### src/rtl/srx_pkg.sv
package srx_pkg;

  typedef enum logic [2:0] {
    ST_IDLE,
    ST_START,
    ST_DATA,
    ST_PAR,
    ST_STOP1,
    ST_STOP2,
    ST_REARM
  } rx_state_e;

  localparam logic [2:0] OFS_BUF = 3'd0;
  localparam logic [2:0] OFS_IER = 3'd1;
  localparam logic [2:0] OFS_LCR = 3'd3;
  localparam logic [2:0] OFS_LSR = 3'd5;

  typedef struct packed {
    logic       dlab;
    logic       brk;
    logic       stick;
    logic       even;
    logic       par_en;
    logic       two_stop;
    logic [1:0] wlen;
  } line_ctl_t;

endpackage

### src/rtl/srx_tick_gen.sv
module srx_tick_gen #(
  parameter int DIV_W = 16
) (
  input  logic             clk,
  input  logic             rst_n,
  input  logic [DIV_W-1:0] div,
  output logic             tick
);
  logic [DIV_W-1:0] cnt_q, cnt_d;

  always_comb begin
    if (cnt_q == '0) cnt_d = (div == '0) ? '0 : div - 1'b1;
    else             cnt_d = cnt_q - 1'b1;
  end

  always_ff @(posedge clk or negedge rst_n) begin
    if (!rst_n) cnt_q <= '0;
    else        cnt_q <= cnt_d;
  end

  assign tick = (cnt_q == '0);
endmodule

### src/rtl/srx_frame.sv
module srx_frame
  import srx_pkg::*;
#(
  parameter int OS = 16
) (
  input  logic      clk,
  input  logic      rst_n,
  input  logic      tick,
  input  logic      sin,
  input  line_ctl_t lcr,
  output logic      done,
  output logic [7:0] data,
  output logic      perr,
  output logic      ferr
);
  localparam int OS_W = $clog2(OS);
  localparam logic [OS_W-1:0] MID       = OS_W'(OS / 2 - 1);
  localparam logic [OS_W-1:0] LAST      = OS_W'(OS - 1);
  localparam logic [OS_W-1:0] HALF_LAST = OS_W'(OS * 3 / 4 - 1);

  rx_state_e       st_q, st_d;
  logic [OS_W-1:0] cnt_q, cnt_d;
  logic [2:0]      idx_q, idx_d;
  logic [7:0]      sh_q, sh_d;
  logic            pe_q, pe_d, fe_q, fe_d, done_q, done_d;
  logic [2:0]      last_idx;
  logic            exp_par;
  logic [OS_W-1:0] stop2_last;

  assign last_idx   = 3'd4 + 3'(lcr.wlen);
  assign stop2_last = (lcr.wlen == 2'b00) ? HALF_LAST : LAST;
  assign exp_par    = lcr.stick ? ~lcr.even : (lcr.even ? (^sh_q) : ~(^sh_q));

  always_comb begin
    st_d   = st_q;
    cnt_d  = cnt_q;
    idx_d  = idx_q;
    sh_d   = sh_q;
    pe_d   = pe_q;
    fe_d   = fe_q;
    done_d = 1'b0;
    unique case (st_q)
      ST_IDLE: if (!sin) begin
        st_d  = ST_START;
        cnt_d = '0;
      end
      ST_START: if (tick) begin
        if (cnt_q == MID) begin
          cnt_d = '0;
          if (!sin) begin
            st_d  = ST_DATA;
            idx_d = '0;
            sh_d  = '0;
            pe_d  = 1'b0;
            fe_d  = 1'b0;
          end else begin
            st_d = ST_IDLE;
          end
        end else cnt_d = cnt_q + 1'b1;
      end
      ST_DATA: if (tick) begin
        if (cnt_q == LAST) begin
          cnt_d       = '0;
          sh_d[idx_q] = sin;
          if (idx_q == last_idx) st_d = lcr.par_en ? ST_PAR : ST_STOP1;
          else                   idx_d = idx_q + 1'b1;
        end else cnt_d = cnt_q + 1'b1;
      end
      ST_PAR: if (tick) begin
        if (cnt_q == LAST) begin
          cnt_d = '0;
          pe_d  = (sin != exp_par);
          st_d  = ST_STOP1;
        end else cnt_d = cnt_q + 1'b1;
      end
      ST_STOP1: if (tick) begin
        if (cnt_q == LAST) begin
          cnt_d = '0;
          fe_d  = ~sin;
          if (lcr.two_stop) st_d = ST_STOP2;
          else begin
            done_d = 1'b1;
            st_d   = sin ? ST_IDLE : ST_REARM;
          end
        end else cnt_d = cnt_q + 1'b1;
      end
      ST_STOP2: if (tick) begin
        if (cnt_q == stop2_last) begin
          cnt_d  = '0;
          fe_d   = fe_q | ~sin;
          done_d = 1'b1;
          st_d   = sin ? ST_IDLE : ST_REARM;
        end else cnt_d = cnt_q + 1'b1;
      end
      ST_REARM: if (sin) st_d = ST_IDLE;
      default: st_d = ST_IDLE;
    endcase
  end

  always_ff @(posedge clk or negedge rst_n) begin
    if (!rst_n) begin
      st_q   <= ST_IDLE;
      cnt_q  <= '0;
      idx_q  <= '0;
      sh_q   <= '0;
      pe_q   <= 1'b0;
      fe_q   <= 1'b0;
      done_q <= 1'b0;
    end else begin
      st_q   <= st_d;
      cnt_q  <= cnt_d;
      idx_q  <= idx_d;
      sh_q   <= sh_d;
      pe_q   <= pe_d;
      fe_q   <= fe_d;
      done_q <= done_d;
    end
  end

  assign done = done_q;
  assign data = sh_q;
  assign perr = pe_q;
  assign ferr = fe_q;
endmodule

### src/rtl/srx_regs.sv
module srx_regs
  import srx_pkg::*;
#(
  parameter int DIV_W = 16
) (
  input  logic             clk,
  input  logic             rst_n,
  input  logic             cs,
  input  logic             as_n,
  input  logic             rd_n,
  input  logic             wr_n,
  input  logic [2:0]       addr,
  input  logic [7:0]       din,
  input  logic             rx_done,
  input  logic [7:0]       rx_data,
  input  logic             rx_perr,
  input  logic             rx_ferr,
  output logic [7:0]       dout,
  output logic             irq,
  output line_ctl_t        lcr,
  output logic [DIV_W-1:0] div,
  output logic             rd_buf,
  output logic             rd_lsr,
  output logic             dr,
  output logic [2:0]       err,
  output logic [7:0]       rbr
);
  localparam int DIV_BYTES = DIV_W / 8;

  logic [2:0]       addr_q;
  logic             rdn_q, wrn_q;
  logic             rd_go, wr_go;
  logic [7:0]       rdata;
  logic [3:0]       ier_q, ier_d;
  line_ctl_t        lcr_q, lcr_d;
  logic [DIV_W-1:0] div_q, div_d;
  logic [7:0]       rbr_q, rbr_d, dout_q, dout_d;
  logic             dr_q, dr_d, oe_q, oe_d, pe_q, pe_d, fe_q, fe_d;
  logic [7:0]       lsr;
  logic             sel_lo, sel_hi;

  assign rd_go  = cs & ~rd_n & rdn_q;
  assign wr_go  = cs & ~wr_n & wrn_q;
  assign sel_lo = (addr_q == OFS_BUF);
  assign sel_hi = (addr_q == OFS_IER);
  assign rd_buf = rd_go & sel_lo & ~lcr_q.dlab;
  assign rd_lsr = rd_go & (addr_q == OFS_LSR);
  assign lsr    = {1'b0, 1'b1, 1'b1, 1'b0, fe_q, pe_q, oe_q, dr_q};

  always_comb begin
    rdata = 8'h00;
    if (sel_lo)                   rdata = lcr_q.dlab ? div_q[7:0] : rbr_q;
    else if (sel_hi)              rdata = lcr_q.dlab ? div_q[DIV_W-1 -: 8] : {4'h0, ier_q};
    else if (addr_q == OFS_LCR)   rdata = lcr_q;
    else if (addr_q == OFS_LSR)   rdata = lsr;
  end

  always_comb begin
    ier_d  = ier_q;
    lcr_d  = lcr_q;
    div_d  = div_q;
    rbr_d  = rx_done ? rx_data : rbr_q;
    dout_d = rd_go ? rdata : dout_q;
    dr_d   = (dr_q & ~rd_buf) | rx_done;
    oe_d   = (oe_q & ~rd_lsr) | (rx_done & dr_q & ~rd_buf);
    pe_d   = (pe_q & ~rd_lsr) | (rx_done & rx_perr);
    fe_d   = (fe_q & ~rd_lsr) | (rx_done & rx_ferr);
    if (wr_go) begin
      if (sel_lo) begin
        if (lcr_q.dlab) div_d[7:0] = din;
      end else if (sel_hi) begin
        if (lcr_q.dlab) div_d[DIV_W-1 -: 8] = din;
        else            ier_d = din[3:0];
      end else if (addr_q == OFS_LCR) begin
        lcr_d = din;
      end
    end
  end

  always_ff @(posedge clk or negedge rst_n) begin
    if (!rst_n) begin
      addr_q <= '0;
      rdn_q  <= 1'b1;
      wrn_q  <= 1'b1;
      ier_q  <= '0;
      lcr_q  <= 8'h03;
      div_q  <= DIV_W'(1);
      rbr_q  <= '0;
      dout_q <= '0;
      dr_q   <= 1'b0;
      oe_q   <= 1'b0;
      pe_q   <= 1'b0;
      fe_q   <= 1'b0;
    end else begin
      if (!as_n) addr_q <= addr;
      rdn_q  <= rd_n | ~cs;
      wrn_q  <= wr_n | ~cs;
      ier_q  <= ier_d;
      lcr_q  <= lcr_d;
      div_q  <= div_d;
      rbr_q  <= rbr_d;
      dout_q <= dout_d;
      dr_q   <= dr_d;
      oe_q   <= oe_d;
      pe_q   <= pe_d;
      fe_q   <= fe_d;
    end
  end

  assign dout = dout_q;
  assign irq  = ier_q[0] & dr_q;
  assign lcr  = lcr_q;
  assign div  = div_q;
  assign dr   = dr_q;
  assign err  = {fe_q, pe_q, oe_q};
  assign rbr  = rbr_q;
  if (DIV_BYTES < 2) begin : g_div_chk
    initial $display("divisor narrower than two bytes");
  end
endmodule

### src/rtl/serial_rx_port.sv
module serial_rx_port
  import srx_pkg::*;
#(
  parameter int DIV_W = 16,
  parameter int OS    = 16
) (
  input  logic       clk,
  input  logic       rst_n,
  input  logic       cs,
  input  logic       as_n,
  input  logic       rd_n,
  input  logic       wr_n,
  input  logic [2:0] addr,
  input  logic [7:0] din,
  output logic [7:0] dout,
  input  logic       sin,
  output logic       irq
);
  logic             sin_m, sin_s;
  logic             tick;
  line_ctl_t        lcr;
  logic [DIV_W-1:0] div;
  logic             rx_done, rx_perr, rx_ferr;
  logic [7:0]       rx_data;
  logic             rd_buf, rd_lsr, dr;
  logic [2:0]       err;
  logic [7:0]       rbr;

  always_ff @(posedge clk or negedge rst_n) begin
    if (!rst_n) begin
      sin_m <= 1'b1;
      sin_s <= 1'b1;
    end else begin
      sin_m <= sin;
      sin_s <= sin_m;
    end
  end

  srx_tick_gen #(.DIV_W(DIV_W)) i_tick (
    .clk(clk), .rst_n(rst_n), .div(div), .tick(tick)
  );

  srx_frame #(.OS(OS)) i_frame (
    .clk(clk), .rst_n(rst_n), .tick(tick), .sin(sin_s), .lcr(lcr),
    .done(rx_done), .data(rx_data), .perr(rx_perr), .ferr(rx_ferr)
  );

  srx_regs #(.DIV_W(DIV_W)) i_regs (
    .clk(clk), .rst_n(rst_n), .cs(cs), .as_n(as_n), .rd_n(rd_n), .wr_n(wr_n),
    .addr(addr), .din(din), .rx_done(rx_done), .rx_data(rx_data),
    .rx_perr(rx_perr), .rx_ferr(rx_ferr), .dout(dout), .irq(irq),
    .lcr(lcr), .div(div), .rd_buf(rd_buf), .rd_lsr(rd_lsr), .dr(dr),
    .err(err), .rbr(rbr)
  );
endmodule

### config.mk
export PLATFORM = sky130hd
export DESIGN_NAME = serial_rx_port
export DESIGN_NICKNAME = d
export VERILOG_FILES = /design/src/rtl/srx_pkg.sv /design/src/rtl/srx_tick_gen.sv /design/src/rtl/srx_frame.sv /design/src/rtl/srx_regs.sv /design/src/rtl/serial_rx_port.sv
export SDC_FILE = /design/constraint.sdc
export NUM_CORES = 1
export LEC_CHECK = 0
export BUFFER_PORTS_ARGS = -buffer_cell sky130_fd_sc_hd__buf_2
export CORE_MARGIN = 1.5
export CORE_UTILIZATION = 65
export CTS_CLUSTER_SIZE = 16
export DETAILED_ROUTE_END_ITERATION = 16
export PLACE_DENSITY = 0.87
export SYNTH_ARGS = -nofsm -noshare
export SYNTH_HDL_FRONTEND = slang
export SYNTH_SLANG_ARGS = --single-unit
### constraint.sdc
create_clock -name clk -period 7.6 [get_ports clk]
set_clock_uncertainty 0.2 [all_clocks]
set_input_delay 0.76 -clock clk [delete_from_list [all_inputs] [get_ports clk]]
set_output_delay 0.76 -clock clk [all_outputs]
set_load 0.005 [all_outputs]
==> impl_metrics.ini <==
[run_status]
result_of_the_run = finished, final reports clean

[floorplanning]
num_rows = 31
core-area_sq_um = 7330
initial_utilization = 0.679
floorplan.die.width_microns = 90.5
die_height_microns = 90.5
die_area_sq_um = 8190
num_io_pins = 27

[yosys]
post_synth_xor_area_fraction = 0.0581
postSynthAreaPerCell_sq_um = 10.3
ys.warnings.count = 0
fraction_of_registers_with_async_set_or_reset_after_synthesis = 1.00
portion_of_netlist_area_occupied_by_mux_cells = 0.125
largest_family_of_logic_cells_by_synthesized_area = simple AND/OR/NAND/NOR gates
syn-cell-area_sq_um = 4980
ys_ff_latch = 92
area_share_of_fa_ha_maj_cells_after_synthesis = 0.0101
synth.yosys.seq_area_share = 0.464
yosys.area_share.simple = 0.168
yosysUniqueCellTypes = 55
syn-num-nets = 503
synth_compound_gate_area_share = 0.144
post_synthesis_instance_total = 481
yosys_most_used_dff = sky130_fd_sc_hd__dfrtp_1
synth_edf_count = 0

[power_and_ir_drop]
vdd_drop_max_mv = 0.182
total_power_mw = 1.58
power_density_nw_per_um2 = 294
cellLeakagePower_nw = 2.30

[clock_network]
clock-sinks = 92
clock_insertion_delay_worst_skew_ns = 0.37
cts_tree = done
clk_pin_slew_ns = 0.10
numCtsBuffers = 9
cts_setup_buffers = 0
post_cts.resized_instances = 0
cts_htree_levels = 3
hold_buffers = 0
clockRootBuffer = sky130_fd_sc_hd__clkbuf_8
cts-root-to-sink-buffers = 2

[timing]
slew_headroom = 0.334
report.final.setup_viol = 0
setup-tns-final_ns = 0
worst_slack_ns = 4.38
final_hold_violations = 0
worst_pin_slew_ns = 0.997
worst_hold_slack_ns = 0.0838
rsz0062_at_grt = false
drv_slew = 0
final.min_clock_period_ns = 3.22
final_min_period_over_clock_period = 0.423
fmaxAchievable_ghz = 0.311

[setup_path]
critical_path.startpoint = i_tick.cnt_q[0]
worst_ep_required_time_ns = 7.66
critPathKind = register to register
start_kind = register
timing.rr.start = i_tick.cnt_q[0]
critical_path.endpoint_type = register
cp_max_fo = 11
rrSetupSlack_ns = 4.38
cp_data_arrival_time_ns = 3.27

[placed_design]
gp_congestion = 0.890
pre_cts_slack_ns = 4.41
detailed_place_hpwl_microns = 7900
port_buffers = 26
post-place-cells = 582

[routing]
postRouteAntennaNets = 0
avgViaCountPerCell = 6.36
detail_route.iter0.violations = 266
average_wire_per_standard_cell_microns = 18.3
dr_wl_met2_microns = 5280
m1WireLength_microns = 4720
first_pass_iters = 5
dr.max_layer_used = met4
routed_wirelength_microns = 11000
met3_length_microns = 689
drc = 0
dr_total_vias = 3806

[global_routing]
grt_max_degree = 66
globalRouteTotalUtil = 0.286
grt_overflow_total = 0
grt_antenna_before_repair = 0
first_pass_grt_wire_length_microns = 18400
via_count_of_the_first_global_routing_pass = 3764

[final_layout]
mostFrequentLayoutCell = sky130_fd_sc_hd__dfrtp_1
finalNetCount = 516
area_delta_synth_final_pct = 8.15
stdcell_count = 598
fillers = 494
drive_gt1_frac = 0.222
final_cell_mix = 85 x sky130_fd_sc_hd__dfrtp_1, 48 x sky130_fd_sc_hd__mux2_2, 36 x sky130_fd_sc_hd__nand2_1
diodes = 0

[run]
max-cap-violations = 0

[min_path]
hold_path.class = input pin to asynchronous set/reset pin
-- critical path, cell delays in order (launching register included) --
cell	delay, ns
sky130_fd_sc_hd__dfrtp_1	0.42
sky130_fd_sc_hd__inv_1	0.07
sky130_fd_sc_hd__ha_1	0.19
sky130_fd_sc_hd__or4b_1	0.60
sky130_fd_sc_hd__or4_4	0.65
sky130_fd_sc_hd__a2111o_1	0.41
sky130_fd_sc_hd__nor3b_2	0.21
sky130_fd_sc_hd__mux2_2	0.36
-- cell usage after synthesis (7+ instances only) --
library cell / count / area, sq um
sky130_fd_sc_hd__inv_1: 12 / 45.0
sky130_fd_sc_hd__nor2b_1: 23 / 144
sky130_fd_sc_hd__mux2i_1: 8 / 80.1
sky130_fd_sc_hd__a211oi_1: 9 / 67.6
sky130_fd_sc_hd__a22o_1: 7 / 61.3
sky130_fd_sc_hd__nand2_1: 36 / 135
sky130_fd_sc_hd__a21oi_1: 23 / 115
sky130_fd_sc_hd__xnor2_1: 27 / 236
sky130_fd_sc_hd__clkbuf_1: 21 / 78.8
sky130_fd_sc_hd__o31ai_1: 9 / 67.6
sky130_fd_sc_hd__nor2_1: 19 / 71.3
sky130_fd_sc_hd__dfstp_2: 7 / 184
sky130_fd_sc_hd__o21ai_0: 24 / 120
sky130_fd_sc_hd__mux2_2: 48 / 541
sky130_fd_sc_hd__nor3_1: 13 / 65.1
sky130_fd_sc_hd__o22ai_1: 14 / 87.6
sky130_fd_sc_hd__nand3_1: 9 / 45.0
sky130_fd_sc_hd__dfrtp_1: 85 / 2130
sky130_fd_sc_hd__or3_1: 9 / 56.3
-- report_power, final --
group	internal, mW	switching, mW
Sequential	0.603	0.171
Clock	0.204	0.174
Combinational	0.214	0.215
-- cells by family after synthesis --
| logic type | after synthesis |
|---|---|
| xor gates and xnor gates | 33 |
| muxes | 56 |
| DFF | 92 |
| AOI/OAI and AO/OA | 109 |
| buffers and inverters | 38 |
| and+or+nand+nor | 149 |
| adders and majority gates | 4 |
-- registers in the layout, indices dropped and copies added, names as in the netlist, 3 cells and up --
signal	flops
i_regs.div	16
i_tick.cnt_q	16
i_frame.data	8
i_regs.dout	8
i_regs.lcr	8
i_regs.rbr	8
i_frame.cnt_q	4
i_regs.ier_q	4
i_frame.idx_q	3
i_frame.st_q	3
i_regs.addr_q	3
-- routing by layer --
| metal | up-vias | global-route usage |
|---|---|---|
| li1 | 1769 | - |
| met1 | 1850 | 0.397 |
| met2 | 161 | 0.440 |
| met3 | 26 | 0.0497 |
| met4 | 0 | 0.130 |
| met5 | - | 0 |
-- final cells by class --
class | instances | area (sq um) | share of cell area
clock inverter | 5 | 83.8 | 0.0156
inverter | 12 | 45.0 | 0.00837
clock buffer | 11 | 151 | 0.0281
timing repair buffer | 28 | 148 | 0.0274
sequential | 92 | 2310 | 0.429
multi-input combinational | 351 | 2520 | 0.468
tap | 99 | 124 | 0.0230
-- path summary, 6_finish.rpt --
check / end / cells after the start
setup / recovery: i_frame.data[6] / 7
hold / removal: i_tick.cnt_q[15] / 1
setup reg to reg: i_frame.data[6] / 7
hold reg to reg: sin_s / 0
max in group asynchronous: i_regs.oe_q / 2
min in group clk: sin_s / 0
-- stage by stage --
stage	area, sq um	util
floorplan	4980	-
global placement	5150	0.702
detailed placement	5150	0.702
CTS	5380	0.734
global route	5380	0.734
finish	5380	0.734
(Power assumes the default switching activity.)
